`src/rtl/erc_pkg.sv`:
```
package erc_pkg;
  localparam logic [15:0] REC_SIG = 16'h5245;

  typedef enum logic [3:0] {
    A_OPEN_ST  = 4'd0,
    A_OPEN_FE  = 4'd1,
    A_OPEN_DI  = 4'd2,
    A_SET_OFF  = 4'd3,
    A_SET_ID   = 4'd4,
    A_EXEC     = 4'd5,
    A_Q_BUSY   = 4'd6,
    A_Q_STAT   = 4'd7,
    A_Q_ID     = 4'd8,
    A_CLOSE    = 4'd9
  } act_e;

  typedef enum logic [1:0] {OP_NONE, OP_ST, OP_FE, OP_DI} op_e;
  typedef enum logic [1:0] {ST_IDLE, ST_LOOK, ST_COPY} st_e;

  localparam logic [7:0] STS_OK    = 8'h00;
  localparam logic [7:0] STS_FAIL  = 8'h03;
  localparam logic [7:0] STS_EMPTY = 8'h04;
  localparam logic [7:0] STS_NOREC = 8'h05;

  function automatic logic hdr_ok(input logic [63:0] w);
    return w[15:0] == REC_SIG;
  endfunction

  function automatic logic [63:0] end_marker();
    return {64{1'b1}};
  endfunction
endpackage

```
`src/rtl/erc_slot_lookup.sv`:
```
module erc_slot_lookup #(
  parameter int NSLOT = 4,
  localparam int SW = $clog2(NSLOT)
) (
  input  logic [NSLOT-1:0]        occ,
  input  logic [NSLOT-1:0][63:0]  ids,
  input  logic [63:0]             key,
  input  logic [SW-1:0]           cur,
  output logic                    hit,
  output logic [SW-1:0]           hit_idx,
  output logic                    free_any,
  output logic [SW-1:0]           free_idx,
  output logic [SW-1:0]           first_idx,
  output logic                    next_any,
  output logic [SW-1:0]           next_idx
);
  always_comb begin
    hit = 1'b0;      hit_idx = '0;
    free_any = 1'b0; free_idx = '0;
    first_idx = '0;
    next_any = 1'b0; next_idx = '0;
    for (int i = NSLOT - 1; i >= 0; i--) begin
      if (occ[i] && ids[i] == key) begin
        hit = 1'b1;
        hit_idx = SW'(i);
      end
      if (!occ[i]) begin
        free_any = 1'b1;
        free_idx = SW'(i);
      end
      if (occ[i]) first_idx = SW'(i);
      if (occ[i] && SW'(i) > cur) begin
        next_any = 1'b1;
        next_idx = SW'(i);
      end
    end
  end
endmodule

```
`src/rtl/erc_copy_seq.sv`:
```
module erc_copy_seq #(
  parameter int RW = 4,
  localparam int CW = $clog2(RW)
) (
  input  logic          clk,
  input  logic          rst_n,
  input  logic          start,
  output logic          active,
  output logic [CW-1:0] cnt,
  output logic          last
);
  assign last = active && (cnt == CW'(RW - 1));

  always_ff @(posedge clk or negedge rst_n) begin
    if (!rst_n) begin
      active <= 1'b0;
      cnt    <= '0;
    end else if (start) begin
      active <= 1'b1;
      cnt    <= '0;
    end else if (active) begin
      if (last) begin
        active <= 1'b0;
        cnt    <= '0;
      end else begin
        cnt <= cnt + CW'(1);
      end
    end
  end
endmodule

```
`src/rtl/erc_stage_buf.sv`:
```
module erc_stage_buf #(
  parameter int DEPTH = 16,
  localparam int AW = $clog2(DEPTH)
) (
  input  logic          clk,
  input  logic          host_we,
  input  logic [AW-1:0] host_addr,
  input  logic [63:0]   host_wdata,
  output logic [63:0]   host_rdata,
  input  logic          eng_we,
  input  logic [AW-1:0] eng_addr,
  input  logic [63:0]   eng_wdata,
  output logic [63:0]   eng_rdata0,
  output logic [63:0]   eng_rdata1
);
  logic [63:0] mem [DEPTH];
  logic [AW-1:0] eng_addr1;

  assign eng_addr1  = eng_addr + AW'(1);
  assign host_rdata = mem[host_addr];
  assign eng_rdata0 = mem[eng_addr];
  assign eng_rdata1 = mem[eng_addr1];

  always_ff @(posedge clk) begin
    if (eng_we)       mem[eng_addr]  <= eng_wdata;
    else if (host_we) mem[host_addr] <= host_wdata;
  end
endmodule

```
`src/rtl/erc_top.sv`:
```
module erc_top
  import erc_pkg::*;
#(
  parameter int NSLOT     = 4,
  parameter int RW        = 4,
  parameter int BUF_WORDS = 16,
  localparam int SW    = $clog2(NSLOT),
  localparam int CW    = $clog2(RW),
  localparam int BAW   = $clog2(BUF_WORDS),
  localparam int CNTW  = $clog2(NSLOT + 1),
  localparam int SDEP  = NSLOT * RW,
  localparam int SAW   = $clog2(SDEP)
) (
  input  logic            clk,
  input  logic            rst_n,
  input  logic            act_valid,
  input  logic [3:0]      act_code,
  input  logic [63:0]     act_data,
  output logic [63:0]     act_rdata,
  input  logic            buf_we,
  input  logic [BAW-1:0]  buf_addr,
  input  logic [63:0]     buf_wdata,
  output logic [63:0]     buf_rdata,
  output logic            busy,
  output logic [CNTW-1:0] rec_count
);
  st_e                    st_q;
  op_e                    op_q;
  logic [BAW-1:0]         off_q;
  logic [63:0]            id_q;
  logic [7:0]             status_q;
  logic [CNTW-1:0]        count_q;
  logic [SW-1:0]          slot_q;
  logic                   new_q;
  logic [63:0]            wid_q;
  logic [NSLOT-1:0]       occ_q;
  logic [NSLOT-1:0][63:0] sid_q;
  logic [63:0]            store_mem [SDEP];

  // copy engine wires
  logic          seq_start, seq_active, seq_last;
  logic [CW-1:0] seq_cnt;
  logic [BAW-1:0] eng_addr;
  logic [63:0]   w0, w1, store_rd;
  logic [SAW-1:0] store_addr;
  logic          store_we, eng_we, done_evt;

  // lookup wires
  logic [63:0]   key;
  logic          hit, free_any, next_any;
  logic [SW-1:0] hit_idx, free_idx, first_idx, next_idx;

  // decision wires
  logic          go_copy, pick_new, drop_slot, load_first;
  logic [SW-1:0] pick_slot;
  logic [7:0]    look_status;

  assign busy      = (st_q != ST_IDLE);
  assign rec_count = count_q;
  assign eng_addr  = off_q + BAW'(seq_cnt);
  assign store_addr = SAW'(slot_q) * SAW'(RW) + SAW'(seq_cnt);
  assign store_rd  = store_mem[store_addr];
  assign store_we  = (st_q == ST_COPY) && seq_active && (op_q == OP_ST);
  assign eng_we    = (st_q == ST_COPY) && seq_active && (op_q == OP_FE);
  assign done_evt  = (st_q == ST_COPY) && seq_last;
  assign seq_start = (st_q == ST_LOOK) && go_copy;
  assign key       = (op_q == OP_ST) ? w1 : id_q;

  erc_stage_buf #(.DEPTH(BUF_WORDS)) u_buf (
    .clk(clk), .host_we(buf_we && !busy), .host_addr(buf_addr),
    .host_wdata(buf_wdata), .host_rdata(buf_rdata),
    .eng_we(eng_we), .eng_addr(eng_addr), .eng_wdata(store_rd),
    .eng_rdata0(w0), .eng_rdata1(w1)
  );

  erc_copy_seq #(.RW(RW)) u_seq (
    .clk(clk), .rst_n(rst_n), .start(seq_start),
    .active(seq_active), .cnt(seq_cnt), .last(seq_last)
  );

  erc_slot_lookup #(.NSLOT(NSLOT)) u_look (
    .occ(occ_q), .ids(sid_q), .key(key), .cur(slot_q),
    .hit(hit), .hit_idx(hit_idx), .free_any(free_any), .free_idx(free_idx),
    .first_idx(first_idx), .next_any(next_any), .next_idx(next_idx)
  );

  // Lookup-stage decision for the open operation
  always_comb begin
    go_copy = 1'b0; pick_new = 1'b0; pick_slot = '0;
    drop_slot = 1'b0; load_first = 1'b0; look_status = STS_FAIL;
    case (op_q)
      OP_ST: begin
        if (hdr_ok(w0) && w1 != '0) begin
          if (hit) begin
            go_copy = 1'b1; pick_slot = hit_idx;
          end else if (free_any) begin
            go_copy = 1'b1; pick_slot = free_idx; pick_new = 1'b1;
          end
        end
      end
      OP_FE: begin
        if (count_q == '0) begin
          look_status = STS_EMPTY;
        end else if (id_q == '0) begin
          go_copy = 1'b1; pick_slot = first_idx;
        end else if (hit) begin
          go_copy = 1'b1; pick_slot = hit_idx;
        end else begin
          look_status = STS_NOREC; load_first = 1'b1;
        end
      end
      OP_DI: begin
        if (id_q == '0) begin
          look_status = STS_FAIL;
        end else if (hit) begin
          drop_slot = 1'b1; pick_slot = hit_idx; look_status = STS_OK;
        end else begin
          look_status = STS_NOREC;
        end
      end
      default: look_status = STS_FAIL;
    endcase
  end

  always_ff @(posedge clk) begin
    if (store_we) store_mem[store_addr] <= w0;
  end

  always_ff @(posedge clk or negedge rst_n) begin
    if (!rst_n) begin
      st_q <= ST_IDLE;   op_q <= OP_NONE;
      off_q <= '0;       id_q <= '0;
      status_q <= STS_OK; count_q <= '0;
      slot_q <= '0;      new_q <= 1'b0;
      wid_q <= '0;       occ_q <= '0;
      sid_q <= '0;
    end else begin
      case (st_q)
        ST_IDLE: if (act_valid) begin
          case (act_code)
            A_OPEN_ST: op_q  <= OP_ST;
            A_OPEN_FE: op_q  <= OP_FE;
            A_OPEN_DI: op_q  <= OP_DI;
            A_SET_OFF: off_q <= act_data[BAW-1:0];
            A_SET_ID:  id_q  <= act_data;
            A_EXEC:    st_q  <= ST_LOOK;
            A_CLOSE:   op_q  <= OP_NONE;
            default: ;
          endcase
        end
        ST_LOOK: begin
          if (go_copy) begin
            st_q   <= ST_COPY;
            slot_q <= pick_slot;
            new_q  <= pick_new;
            wid_q  <= w1;
          end else begin
            st_q     <= ST_IDLE;
            status_q <= look_status;
            if (load_first) id_q <= sid_q[first_idx];
            if (drop_slot) begin
              occ_q[pick_slot] <= 1'b0;
              count_q <= count_q - CNTW'(1);
            end
          end
        end
        ST_COPY: if (seq_last) begin
          st_q     <= ST_IDLE;
          status_q <= STS_OK;
          if (op_q == OP_ST) begin
            occ_q[slot_q] <= 1'b1;
            sid_q[slot_q] <= wid_q;
            if (new_q) count_q <= count_q + CNTW'(1);
          end else begin
            id_q <= next_any ? sid_q[next_idx] : end_marker();
          end
        end
        default: st_q <= ST_IDLE;
      endcase
    end
  end

  always_comb begin
    case (act_code)
      A_Q_BUSY: act_rdata = {63'd0, busy};
      A_Q_STAT: act_rdata = {56'd0, status_q};
      A_Q_ID:   act_rdata = id_q;
      default:  act_rdata = '0;
    endcase
  end
endmodule

```
`config.mk`:
```
export PLATFORM = sky130hd
export DESIGN_NAME = erc_top
export DESIGN_NICKNAME = d
export VERILOG_FILES = /design/src/rtl/erc_pkg.sv /design/src/rtl/erc_slot_lookup.sv /design/src/rtl/erc_copy_seq.sv /design/src/rtl/erc_stage_buf.sv /design/src/rtl/erc_top.sv
export SDC_FILE = /design/constraint.sdc
export NUM_CORES = 2
export LEC_CHECK = 0
export BUFFER_PORTS_ARGS = -buffer_cell sky130_fd_sc_hd__buf_2
export CAP_MARGIN = 15
export CORE_MARGIN = 10
export CORE_UTILIZATION = 50
export CTS_CLUSTER_DIAMETER = 50
export DETAILED_ROUTE_END_ITERATION = 12
export GPL_TIMING_DRIVEN = 0
export PLACE_DENSITY = 0.67
export SETUP_SLACK_MARGIN = 0.1
export SLEW_MARGIN = 10
export SYNTH_ARGS = -nofsm -noshare
export SYNTH_HDL_FRONTEND = slang
export SYNTH_SLANG_ARGS = --single-unit
```
`constraint.sdc`:
```
create_clock -name clk -period 8.3 [get_ports clk]
set_clock_uncertainty 0.15 [all_clocks]
set_input_delay 0.415 -clock clk [delete_from_list [all_inputs] [get_ports clk]]
set_output_delay 0.415 -clock clk [all_outputs]
set_load 0.05 [all_outputs]
```
==> flow_metrics.tcl <==
set metrics [dict create \
    rsz0062_at_grt "true" \
    p_switching_w 0.0265 \
    yosys-top-cells-area "edfxtp_1 50%, mux4_2 22%, dfrtp_1 8.4%, mux2_2 2.8%, mux2i_1 2.1%" \
    synthCells 7111 \
    start_util_pct 50.2 \
    placementRows 181 \
    fin_crit_sh_pct 104 \
    endpoint_kind "flop" \
    area_delta_synth_final_pct 19.3 \
    grt_pass1_wl_mm 807 \
    final_util_pct 59.9 \
    cp-start-kind "flop" \
    h-tree-depth 5 \
    dieArea_mm2 0.264 \
    crit_type "flop to flop" \
    total_power_w 0.0592 \
    wirelength_mm 621 \
    antenna_found_initial 59 \
    clk_pin_slew_ns 0.06 \
    status "complete, but fails checks" \
    cts_tree "built" \
    ys_warn_count 0 \
    routedWlPerCell_um 53.7 \
    firstDrtPassIters 8 \
    timing.final.ws_setup_ns -0.346 \
    vias_per_cell 7.66 \
    p_int_w 0.0326 \
    arrival_ns 9.30 \
    drive_above_1_share_pct 35.6 \
    synth.avg_cell_area_um2 17.1 \
    place_congestion 1.08 \
    grt_pass1_vias 83900 \
    switching_share_pct 44.8 \
    post-place-ws_ns -2.73 \
    critPathRequiredTime_ns 8.95 \
    synth_cell_type_count 92 \
    finalHoldViolCount 0 \
    grt_max_degree 89 \
    worst-slew-pin-transition_ns 1.48 \
    layout_min_cycle_time_ns 8.65 \
    drtIter0Drc 17200 \
    port-buffer-count 266 \
    synth_ff_type "edfxtp_1" \
    pin_count 272 \
    core_area_mm2 0.243 \
    cts_root_buffer "clkbuf_16" \
    seqPwrFrac_pct 27.8 \
    drcViolationCount 0 \
    synth_edf_count 2048 \
    grt.total_usage_pct 46.3 \
    die-width_um 514 \
    cap_violations 0 \
    drtAntennaViolNets 0 \
    placed_cell_area_mm2 0.132 \
    max_freq_mhz 116 \
    synth_seq_area_share_pct 58.9 \
    cts.path.max_buffers 4 \
    ir_drop_v 0.000336 \
    cts_sinks 2456 \
    final_area_mm2 0.145 \
    power_frac_clock_pct 24.0 \
    nFillCells 17800 \
    combPwrFrac_pct 48.2 \
    min_path_type "input pin to flop" \
    slew-limit-headroom_pct 1.28 \
    syn_area_mm2 0.122 \
    yosys_register_bits 2456 \
    finalNetCount 8233 \
    powerDensity_mw_per_mm2 407 \
    cts_made_buffers 328 \
    setup_viol 130 \
    post-dp-hpwl_mm 456 \
    syn_nets 7268 \
    leakagePower_nw 49.4 \
    failed_checks "negative setup slack" \
    synth_top_area_cell "edfxtp_1" \
    clock_latency_ns 1.00 \
    synthArstFlopShare_pct 16.6 \
    grt-ovfl-total 0 \
    vias 88700 \
    critPathMaxFanout 11 \
    chipHeight_um 514 \
    finalMaxSlewViolations 0 \
    synth_top_cell_area_share_pct 50.5 \
]
## state kept, by name (all words and copies together) (netlist names), 2 cells and up
register / count
occ_q: 4
wid_q: 64
store_mem: 1024
u_seq.cnt: 2
op_q: 2
id_q: 64
status_q: 3
off_q: 4
sid_q: 256
rec_count: 3
st_q: 2
slot_q: 2
u_buf.mem: 1024
## area by class of cell
class / instances / area [µm²] / area share (%)
Sequential cell: 2456 / 71700 / 49.3
Antenna cell: 48 / 120 / 0.0827
Clock inverter: 176 / 2080 / 1.43
Buffer: 561 / 2690 / 1.85
Clock buffer: 399 / 8650 / 5.95
Timing Repair Buffer: 635 / 7250 / 4.99
Multi-Input combinational cell: 3982 / 48400 / 33.3
Inverter: 112 / 420 / 0.289
Tap cell: 3202 / 4010 / 2.76
## stage by stage
stage / hold WS (ns) / instances / TNS [ns]
after floorplan: -0.0306 / 7111 / 0
after global placement: 0.329 / 10600 / -
after detailed placement: 0.286 / 10800 / -530.23
after CTS: 0.00972 / 11500 / 0
after global routing: 0.0580 / 11500 / 0
final: 0.0280 / 11600 / -21.27
## power groups by stage
| stage | registers (W) | clock network, W | logic (W) |
|---|---|---|---|
| 5_1_grt | 0.0164 | 0.0147 | 0.0277 |
| 3_3_place_gp | 0.0167 | 0 | 0.0241 |
| 2_1_floorplan | 0.0163 | 0 | 0.0120 |
| 3_5_place_dp | 0.0166 | 0 | 0.0258 |
| 4_1_cts | 0.0164 | 0.0142 | 0.0265 |
| 6_report | 0.0165 | 0.0142 | 0.0285 |
## cells in the final DEF, fill, tap and decap left out, drive strengths merged, types with 61 or more instances in the layout
master | Yosys | routed
nand3 | 95 | 95
nand4 | 67 | 67
mux2 | 337 | 337
nor4 | 61 | 61
xnor2 | 194 | 194
and2 | 68 | 68
clkbuf | 390 | 790
nor2 | 135 | 135
o21ai | 139 | 139
a211oi | 125 | 125
a21oi | 168 | 168
xor2 | 111 | 111
dlygate4sd3 | 0 | 77
nand2 | 482 | 482
inv | 111 | 150
buf | 171 | 723
dfrtp | 408 | 408
mux4 | 1216 | 1216
nor3b | 63 | 63
edfxtp | 2048 | 2048
clkinv | 1 | 80
mux2i | 269 | 269
## kinds of logic after synthesis
logic type	count (synthesis)	synth area share [%]
simple gates	1113	4.42
flops	2456	58.9
xor+xnor	305	2.24
mux	1822	27.9
buf+inv	673	2.31
fa+ha+maj	17	0.187
compound gates	725	4.05
## repair_timing
item,4_1_cts,5_1_grt
pin swaps,5,0
resized for setup,139,39
buffers inserted,17,3
hold endpoints to repair,396,32
endpoints found under the setup margin,933,179
hold buffers,76,2
## routing by layer
metal  vias to the layer above  global-route usage, %  part of all wire, %  wire length (µm)
li1                      31400                      -                    -                 -
met1                     45700                   55.1                   32            200000
met2                      9126                   67.3                   43            267000
met3                      2451                   16.9                   14             85900
met4                        14                   38.1                   11             68600
met5                         -                  0.937                0.070               435
## worst max-delay path, cell delays in order (launching register included)
cell	delay (ns)
dfrtp_2	0.64
ha_1	0.29
fa_1	0.46
ha_1	0.29
buf_2	0.20
buf_6	0.34
buf_4	0.35
buf_4	0.44
mux4_2	0.38
mux2i_2	0.76
mux2i_4	0.51
nand3b_1	0.24
nor4bb_1	0.81
nand4_1	0.36
a21oi_1	0.27
nand4_1	0.19
o41ai_4	0.10
buf_4	0.22
o21a_1	0.22
o21a_1	0.36
nand3_1	0.43
mux2_2	0.42
## cells in the mapped netlist, drive strengths merged (10+ instances only)
| cell type | n |
|---|---|
| nand3 | 95 |
| clkbuf | 390 |
| o221ai | 59 |
| buf | 171 |
| a31oi | 19 |
| nor2 | 135 |
| nand2 | 482 |
| inv | 111 |
| nor3b | 63 |
| and3 | 11 |
| a2111oi | 11 |
| a22oi | 21 |
| edfxtp | 2048 |
| a221oi | 19 |
| xor2 | 111 |
| ha | 15 |
| a211oi | 125 |
| o2bb2ai | 10 |
| mux2 | 337 |
| o21ai | 139 |
| nor3 | 50 |
| o211ai | 12 |
| a21oi | 168 |
| a32oi | 18 |
| mux2i | 269 |
| nor4 | 61 |
| dfrtp | 408 |
| nand4 | 67 |
| nand2b | 25 |
| and2 | 68 |
| xnor2 | 194 |
| nor2b | 17 |
| mux4 | 1216 |
| o22ai | 40 |
## worst paths after layout
| check | endpoint | slack [ns] | depth (start not counted) | start |
|---|---|---|---|---|
| min in group asynchronous | sid_q[181] | 0.37 | 3 | rst_n |
| worst max register to register | rec_count[1] | -0.35 | 21 | u_seq.cnt[0] |
| max in group asynchronous | sid_q[188] | 6.46 | 5 | rst_n |
| worst max-delay path | rec_count[1] | -0.35 | 21 | u_seq.cnt[0] |
| worst min-delay path | u_buf.mem[12][55] | 0.03 | 3 | buf_wdata[55] |
| worst min register to register | rec_count[2] | 0.34 | 1 | rec_count[2] |
(Power assumes the default switching activity.)
